File: src/rtl/sadd_pkg.sv
package sadd_pkg;

    typedef enum logic [1:0] {
        MODE_HOLD  = 2'd0,
        MODE_SPARE = 2'd1,
        MODE_SHIFT = 2'd2,
        MODE_LOAD  = 2'd3
    } mode_e;

endpackage

File: src/rtl/sadd_sreg.sv
module sadd_sreg
    import sadd_pkg::*;
#(
    parameter int W = 8
) (
    input  logic         clk,
    input  logic         rst_n,
    input  mode_e        mode,
    input  logic [W-1:0] par_in,
    input  logic         ser_in,
    output logic [W-1:0] q
);

    logic [W-1:0] q_nxt;

    always_comb begin
        unique case (mode)
            MODE_LOAD:  q_nxt = par_in;
            MODE_SHIFT: q_nxt = {ser_in, q[W-1:1]};
            MODE_HOLD:  q_nxt = q;
            MODE_SPARE: q_nxt = q;
            default:    q_nxt = q;
        endcase
    end

    always_ff @(posedge clk or negedge rst_n) begin
        if (!rst_n) begin
            q <= '0;
        end else begin
            q <= q_nxt;
        end
    end

endmodule

File: src/rtl/sadd_fa.sv
module sadd_fa (
    input  logic a,
    input  logic b,
    input  logic cin,
    output logic sum,
    output logic cout
);

    always_comb begin
        sum  = a ^ b ^ cin;
        cout = (a & b) | (cin & (a ^ b));
    end

endmodule

File: src/rtl/sadd_carry.sv
module sadd_carry
    import sadd_pkg::*;
(
    input  logic  clk,
    input  logic  rst_n,
    input  mode_e mode,
    input  logic  cout,
    output logic  cq
);

    always_ff @(posedge clk or negedge rst_n) begin
        if (!rst_n) begin
            cq <= 1'b0;
        end else begin
            unique case (mode)
                MODE_LOAD:  cq <= 1'b0;
                MODE_SHIFT: cq <= cout;
                MODE_HOLD:  cq <= cq;
                MODE_SPARE: cq <= cq;
                default:    cq <= cq;
            endcase
        end
    end

endmodule

File: src/rtl/serial_add8.sv
module serial_add8
    import sadd_pkg::*;
#(
    parameter int W = 8
) (
    input  logic         clk,
    input  logic         rst_n,
    input  logic [W-1:0] opa_i,
    input  logic [W-1:0] opb_i,
    input  logic [1:0]   mode_a_i,
    input  logic [1:0]   mode_b_i,
    output logic [W-1:0] reg_a_o,
    output logic [W-1:0] reg_b_o,
    output logic         carry_o
);

    mode_e        mode_a;
    mode_e        mode_b;
    logic [W-1:0] acc_q;
    logic [W-1:0] opd_q;
    logic         carry_q;
    logic         sum_bit;
    logic         cout_bit;

    assign mode_a = mode_e'(mode_a_i);
    assign mode_b = mode_e'(mode_b_i);

    sadd_fa u_fa (
        .a    (acc_q[0]),
        .b    (opd_q[0]),
        .cin  (carry_q),
        .sum  (sum_bit),
        .cout (cout_bit)
    );

    sadd_sreg #(.W(W)) u_acc (
        .clk    (clk),
        .rst_n  (rst_n),
        .mode   (mode_a),
        .par_in (opa_i),
        .ser_in (sum_bit),
        .q      (acc_q)
    );

    sadd_sreg #(.W(W)) u_opd (
        .clk    (clk),
        .rst_n  (rst_n),
        .mode   (mode_b),
        .par_in (opb_i),
        .ser_in (opd_q[0]),
        .q      (opd_q)
    );

    sadd_carry u_cy (
        .clk   (clk),
        .rst_n (rst_n),
        .mode  (mode_a),
        .cout  (cout_bit),
        .cq    (carry_q)
    );

    always_comb begin
        reg_a_o = acc_q;
        reg_b_o = opd_q;
        carry_o = carry_q;
    end

endmodule

File: config.mk
export PLATFORM = sky130hd
export DESIGN_NAME = serial_add8
export DESIGN_NICKNAME = d
export VERILOG_FILES = /design/src/rtl/sadd_pkg.sv /design/src/rtl/sadd_sreg.sv /design/src/rtl/sadd_fa.sv /design/src/rtl/sadd_carry.sv /design/src/rtl/serial_add8.sv
export SDC_FILE = /design/constraint.sdc
export NUM_CORES = 1
export LEC_CHECK = 0
export ABC_AREA = 0
export BUFFER_PORTS_ARGS = -buffer_cell sky130_fd_sc_hd__buf_2
export CORE_UTILIZATION = 48
export DETAILED_ROUTE_END_ITERATION = 6
export GPL_TIMING_DRIVEN = 0
export PLACE_DENSITY_LB_ADDON = 0.12
export SETUP_SLACK_MARGIN = 0.5
export SLEW_MARGIN = 20
export SYNTH_ARGS = -nofsm -noshare
export SYNTH_HDL_FRONTEND = slang
export SYNTH_SLANG_ARGS = --single-unit
export TNS_END_PERCENT = 30
File: constraint.sdc
create_clock -name clk -period 3.3 [get_ports clk]
set_input_delay 0.66 -clock clk [delete_from_list [all_inputs] [get_ports clk]]
set_output_delay 0.66 -clock clk [all_outputs]
set_load 0.02 [all_outputs]
==> results of run 1 <==
metal layers:
metal / vias to the layer above / global-route usage, % / wire length, um
met4: 0 / 11.3 / 26
met5: - / 0 / 0
li1: 344 / - / -
met1: 298 / 27.7 / 762
met3: 4 / 5.00 / 74
met2: 22 / 26.6 / 717
critical path: cells and delay by family (launching register included):
kind,cells,cell delay (ns)
flip-flops,1,0.42
buffers and inverters,2,0.28
stage by stage:
step	instances	hold WS, ns
floorplan	80	0.364
global placement	130	0.527
detailed placement	130	0.533
CTS	134	0.278
global route	134	0.274
finish	134	0.270
placed cells by master (no fill, tap or decap):
cell type | Yosys | layout
clkbuf_2 | 1 | 1
clkbuf_4 | 0 | 3
o22ai_1 | 1 | 1
a31oi_1 | 1 | 1
or2_0 | 1 | 1
mux2i_1 | 15 | 15
nor2_1 | 16 | 16
fa_1 | 1 | 1
a21oi_1 | 15 | 15
inv_1 | 3 | 3
buf_6 | 1 | 1
nand2b_1 | 1 | 1
nand2_1 | 1 | 1
buf_4 | 6 | 6
clkinv_2 | 0 | 1
buf_2 | 0 | 34
dfrtp_1 | 17 | 17
sequential cells by signal, summed over array words and instances (netlist names):
signal / cells
u_acc.q: 8
u_opd.q: 8
u_cy.cq: 1
area by class of cell:
cell class,count,share of cell area [%]
Buffer,8,5.84
Clock buffer,3,2.15
Clock inverter,1,0.477
Inverter,3,1.07
Multi-Input combinational cell,52,31.8
Sequential cell,17,40.5
Tap cell,16,1.91
Timing Repair Buffer,34,16.2
synthesized netlist by cell type (all sizes together):
| cell type | number |
|---|---|
| buf | 7 |
| dfrtp | 17 |
| nand2 | 1 |
| a21oi | 15 |
| a31oi | 1 |
| clkbuf | 1 |
| mux2i | 15 |
| or2 | 1 |
| o22ai | 1 |
| nand2b | 1 |
| fa | 1 |
| inv | 3 |
| nor2 | 16 |
worst max path at each step:
stage                             end  slack, ns  depth (start not counted)
6_report                   reg_b_o[0]       1.65                          2
5_1_grt                    reg_b_o[0]       1.59                          2
4_1_cts                    reg_b_o[0]       1.63                          2
3_5_place_dp   u_acc.q[7]$_DFFE_PN0N_       1.93                          4
3_3_place_gp               reg_b_o[0]       1.98                          2
2_1_floorplan  u_acc.q[7]$_DFFE_PN0N_       1.90                          4
kinds of logic after synthesis:
kind of cell	synth area share, %
simple gates	9.17
compound gates	10.5
flops	51.1
mux	18.0
buf+inv	8.72
fa+ha+maj	2.41
power groups by stage:
stage	combinational (W)	clock (W)	sequential (W)
global placement	0.000146	0	0.000260
CTS	0.000151	0.000115	0.000257
floorplan	0.0000650	0	0.000291
detailed placement	0.000150	0	0.000261
finish	0.000150	0.000110	0.000257
global route	0.000165	0.000126	0.000261
==> impl_metrics.py, run 1 <==
metrics = {
    "status": {
        "status": "finished with violations",
        "violations": "DRC",
    },
    "cells_and_area": {
        "post-route-cell-area_mm2": 0.00105,
        "nets": 142,
        "syn2layout_area_growth_pct": 26.2,
        "drive_above_1_share_pct": 39.0,
        "multi_input_area_um2": 334,
        "num_antenna_cells": 0,
        "seqCellArea_um2": 425,
        "post-route-util_pct": 67.3,
        "fillers": 148,
    },
    "grt": {
        "grt_start_max_net_pins": 18,
        "antenna_found_initial": 0,
        "grt_pass1_wl_um": 2620,
        "overflow": 0,
        "track_usage_pct": 19.4,
        "grt_pass1_vias": 600,
    },
    "routing": {
        "first_pass_iters": 6,
        "drcViolationCount": 2,
        "routed_wl_um": 1580,
        "vias_per_cell": 4.99,
        "via_count": 668,
        "detail_route.wl_per_cell_um": 11.8,
        "ant_nets": 0,
        "drt_iter0_drc": 17,
    },
    "floorplanning": {
        "dieArea_mm2": 0.00190,
        "fp.dieH_um": 43.6,
        "initial_utilization_pct": 53.4,
        "ios": 39,
        "die_w_um": 43.6,
        "core.rowCount": 14,
        "core_area_mm2": 0.00156,
    },
    "clock_network": {
        "hold_buffers": 0,
        "cts_tree": "yes",
        "h-tree-depth": 1,
        "post_cts_resize_count": 0,
        "post_cts_buffers": 0,
        "clkLatencyLatePin_ns": 0.29,
        "cts_buffers": 3,
        "clk_pin_slew_ns": 0.10,
        "clockBufferDepth": 2,
        "clkSinkCount": 17,
        "root_buffer": "clkbuf_4",
    },
    "setup_path": {
        "slowest_stage": "dfrtp_1",
        "critical_path_arrival_ns": 0.99,
        "r2r-start": "u_opd.q[0]$_DFFE_PN0N_",
        "reg2reg_depth": 4,
        "end_kind": "output pin",
        "cp_max_fo": 4,
        "cp.required_ns": 2.64,
        "crit_path_start_kind": "flip-flop",
        "path_class": "flip-flop to output pin",
        "max_stage_delay_ns": 0.42,
        "r2r_setup_slack_ns": 1.91,
        "path_cells": "buf_4, buf_2",
        "startpoint": "u_opd.q[0]$_DFFE_PN0N_",
        "r2r-end": "u_acc.q[7]$_DFFE_PN0N_",
    },
    "timing": {
        "grt_setup_unrepaired": "no",
        "finalSetupTns_ns": 0,
        "maxSlewViolCount": 0,
        "worstMarginPinSlew_ns": 0.368,
        "timing.final.ws_setup_ns": 1.65,
        "fin_crit_sh_pct": 50.1,
        "fin_crit_ns": 1.65,
        "relSlewSlack_pct": 75.5,
        "worst_clock_skew_ns": 0.00316,
        "hold_violations": 0,
        "max_freq_mhz": 605,
        "setup_viol": 0,
    },
    "yosys": {
        "netlist_area_um2": 832,
        "syn_inst": 80,
        "yosysSeqAreaShare_pct": 51.1,
        "synth_top_cell_by_area": "dfrtp_1",
        "synth_fp_nets": 103,
        "ys_ff_latch": 17,
        "synth.distinct_cells": 14,
        "yosys.area.top_type_share_pct": 51.1,
        "synth.area.top_cells": "dfrtp_1 (51%), mux2i_1 (18%), a21oi_1 (9.0%)",
        "post_synth.cell_area_avg_um2": 10.4,
        "ys.warnings.count": 0,
    },
    "pwr": {
        "p_int_w": 0.000344,
        "swShare_pct": 33.4,
        "p_clk_share_pct": 21.4,
        "power_switching_w": 0.000173,
        "p_leak_nw": 0.544,
        "seqPwrFrac_pct": 49.7,
        "power.total_w": 0.000517,
        "peakVddDrop_uv": 354,
        "p_per_area_mw_per_mm2": 492,
        "p_comb_share_pct": 28.9,
    },
    "place": {
        "portBuffers": 34,
        "hpwl_um": 1190,
        "post-place-ws_ns": 1.93,
        "globalplace.congestion": 0.694,
        "dpl_cell_area_mm2": 0.00102,
    },
    "run": {
        "maxCapViolCount": 0,
    },
    "hold_path": {
        "hold_path.class": "input port to async pin",
    },
}
No activity file was read; power rests on OpenSTA's default activity.
==> run 2: changes to the inputs <==
--- a/config.mk
+++ b/config.mk
@@ -7,7 +7,7 @@
 export LEC_CHECK = 0
 export ABC_AREA = 0
 export BUFFER_PORTS_ARGS = -buffer_cell sky130_fd_sc_hd__buf_2
-export CORE_UTILIZATION = 48
+export CORE_UTILIZATION = 44
 export DETAILED_ROUTE_END_ITERATION = 6
 export GPL_TIMING_DRIVEN = 0
 export PLACE_DENSITY_LB_ADDON = 0.12
==> constraint.sdc (replaced) <==
create_clock -name clk -period 1.6 [get_ports clk]
set_input_delay 0.32 -clock clk [delete_from_list [all_inputs] [get_ports clk]]
set_output_delay 0.32 -clock clk [all_outputs]
set_load 0.02 [all_outputs]
==> run 2 against run 1 <==
Effect of this change:
- critical path type is now flip-flop to flip-flop
- sequential share of layout area down 3.3 points
- global-route usage down 1.1 points
- sequential power up 110%
- critical path depth up 2
- hold slack better by 0.022 ns
- the run now ends clean
- clock skew up 0.0051 ns
- clock power up 120%
- die area up 8.7%
==> impl_metrics.py, run 2 (synthesis gave the netlist of run 1 again) <==
metrics = {
    "status": {
        "status": "finished, final reports clean",
    },
    "timing": {
        "fin_crit_sh_pct": 84.7,
        "fin_crit_ns": 1.35,
        "grt_setup_unrepaired": "yes",
        "worstMarginPinSlew_ns": 0.388,
        "relSlewSlack_pct": 74.2,
        "finalSetupTns_ns": 0,
        "max_freq_mhz": 738,
        "worst_clock_skew_ns": 0.00825,
        "hold_violations": 0,
        "maxSlewViolCount": 0,
        "setup_viol": 0,
    },
    "floorplanning": {
        "ios": 39,
        "fp.dieH_um": 45.5,
        "die_w_um": 45.5,
        "initial_utilization_pct": 47.7,
        "core_area_mm2": 0.00175,
        "dieArea_mm2": 0.00207,
        "core.rowCount": 15,
    },
    "place": {
        "portBuffers": 34,
        "hpwl_um": 1200,
        "globalplace.congestion": 0.701,
        "dp_cells": 139,
        "dpl_cell_area_mm2": 0.00103,
    },
    "pwr": {
        "peakVddDrop_uv": 638,
        "p_leak_nw": 0.582,
        "swShare_pct": 33.2,
        "power_switching_w": 0.000374,
        "p_int_w": 0.000752,
        "seqPwrFrac_pct": 47.2,
        "p_comb_share_pct": 31.8,
        "power.total_w": 0.00113,
        "p_per_area_mw_per_mm2": 984,
        "p_clk_share_pct": 21.0,
    },
    "cells_and_area": {
        "reg_top3": "u_acc.q x8, u_opd.q x8, u_cy.cq x1",
        "fillers": 171,
        "nets": 148,
        "final_common_cell": "buf_2",
        "syn2layout_area_growth_pct": 37.6,
        "final_cell_mix": "buf_2 (29), nor2_1 (16), dfrtp_1 (16)",
        "num_antenna_cells": 0,
        "drive_above_1_share_pct": 43.5,
        "layoutNonFillerInstCount": 149,
        "post-route-cell-area_mm2": 0.00114,
    },
    "setup_path": {
        "reg2reg_depth": 4,
        "r2r-end": "u_acc.q[7]$_DFFE_PN0N_",
        "crit_path_start_kind": "flip-flop",
        "startpoint": "u_cy.cq$_DFFE_PN0N_",
        "crit_end": "u_acc.q[7]$_DFFE_PN0N_",
        "cp_max_fo": 2,
        "cp.required_ns": 1.81,
        "r2r-start": "u_cy.cq$_DFFE_PN0N_",
        "end_kind": "flip-flop",
        "r2r_setup_slack_ns": 0.25,
        "path_class": "flip-flop to flip-flop",
        "critical_path_arrival_ns": 1.56,
    },
    "grt": {
        "antenna_found_initial": 0,
        "overflow": 0,
        "grt_pass1_vias": 651,
        "track_usage_pct": 18.3,
        "grt_pass1_wl_um": 2700,
        "grt_start_max_net_pins": 18,
    },
    "run": {
        "maxCapViolCount": 0,
    },
    "clock_network": {
        "clk_pin_slew_ns": 0.11,
        "cts_buffers": 3,
        "clkSinkCount": 17,
        "h-tree-depth": 1,
        "cts_tree": "yes",
        "clockBufferDepth": 2,
        "clkLatencyLatePin_ns": 0.29,
        "root_buffer": "clkbuf_4",
    },
    "routing": {
        "via_count": 697,
        "detail_route.wl_per_cell_um": 11.4,
        "routed_wl_um": 1700,
        "ant_nets": 0,
        "vias_per_cell": 4.68,
        "first_pass_iters": 4,
        "drcViolationCount": 0,
        "drt_iter0_drc": 14,
    },
    "hold_path": {
        "hold_path.class": "input port to flip-flop",
        "holdCritStartpoint": "opa_i[7]",
    },
}
## run 2: layout make-up
class	instances	area, um2	area share, %
clock inverter	1	5.00	0.437
inverter	3	11.3	0.984
clock buffer	3	22.5	1.97
timing repair buffer	40	253	22.1
sequential	17	427	37.3
multi-input combinational	52	334	29.2
buffer	8	61.3	5.36
tap	25	31.3	2.73
## run 2: how the worst min path moves through the flow
stage	slack, ns	cells after the start	end
floorplan	0.02	0	u_acc.q[0]$_DFFE_PN0N_
global placement	0.26	1	u_acc.q[7]$_DFFE_PN0N_
detailed placement	0.27	1	u_acc.q[7]$_DFFE_PN0N_
CTS	0.29	3	u_acc.q[7]$_DFFE_PN0N_
global route	0.31	3	u_acc.q[7]$_DFFE_PN0N_
finish	0.29	3	u_acc.q[7]$_DFFE_PN0N_
## run 2: metal layers
layer  part of all wire [%]  global-route usage, %
met5                      0                      0
met4                   0.70                   10.3
met3                    4.3                   3.57
met2                     44                   26.0
met1                     51                   25.8
## run 2: worst max-delay path, stage by stage, from the launching register on
cell and delay, ns:
dfrtp_2 0.39, inv_2 0.05, fa_1 0.45, or2_1 0.22, a31oi_1 0.16
## run 2: through the flow
stage	util, %	hold WS [ns]	setup WS, ns
after floorplan	-	0.0244	0.274
after global placement	59.3	0.263	0.283
after detailed placement	59.3	0.269	0.243
after CTS	64.6	0.290	0.249
after global routing	65.6	0.306	0.170
final	65.6	0.292	0.246
## run 2: timing repair
action / in CTS / in global routing
hold buffers: 1 / 0
endpoints found under the hold margin: 17 / 0
buffers inserted: 4 / 1
setup endpoints to repair: 18 / 18
gates resized for setup: 9 / 4
cloned: 0 / 0
pin swaps: 1 / 1
## run 2: power groups by stage
stage	sequential (W)	clock, W	combinational [W]
after floorplan	0.000601	0	0.000134
after global placement	0.000537	0	0.000303
after detailed placement	0.000538	0	0.000310
after CTS	0.000530	0.000243	0.000351
after global routing	0.000540	0.000261	0.000392
final	0.000531	0.000237	0.000359
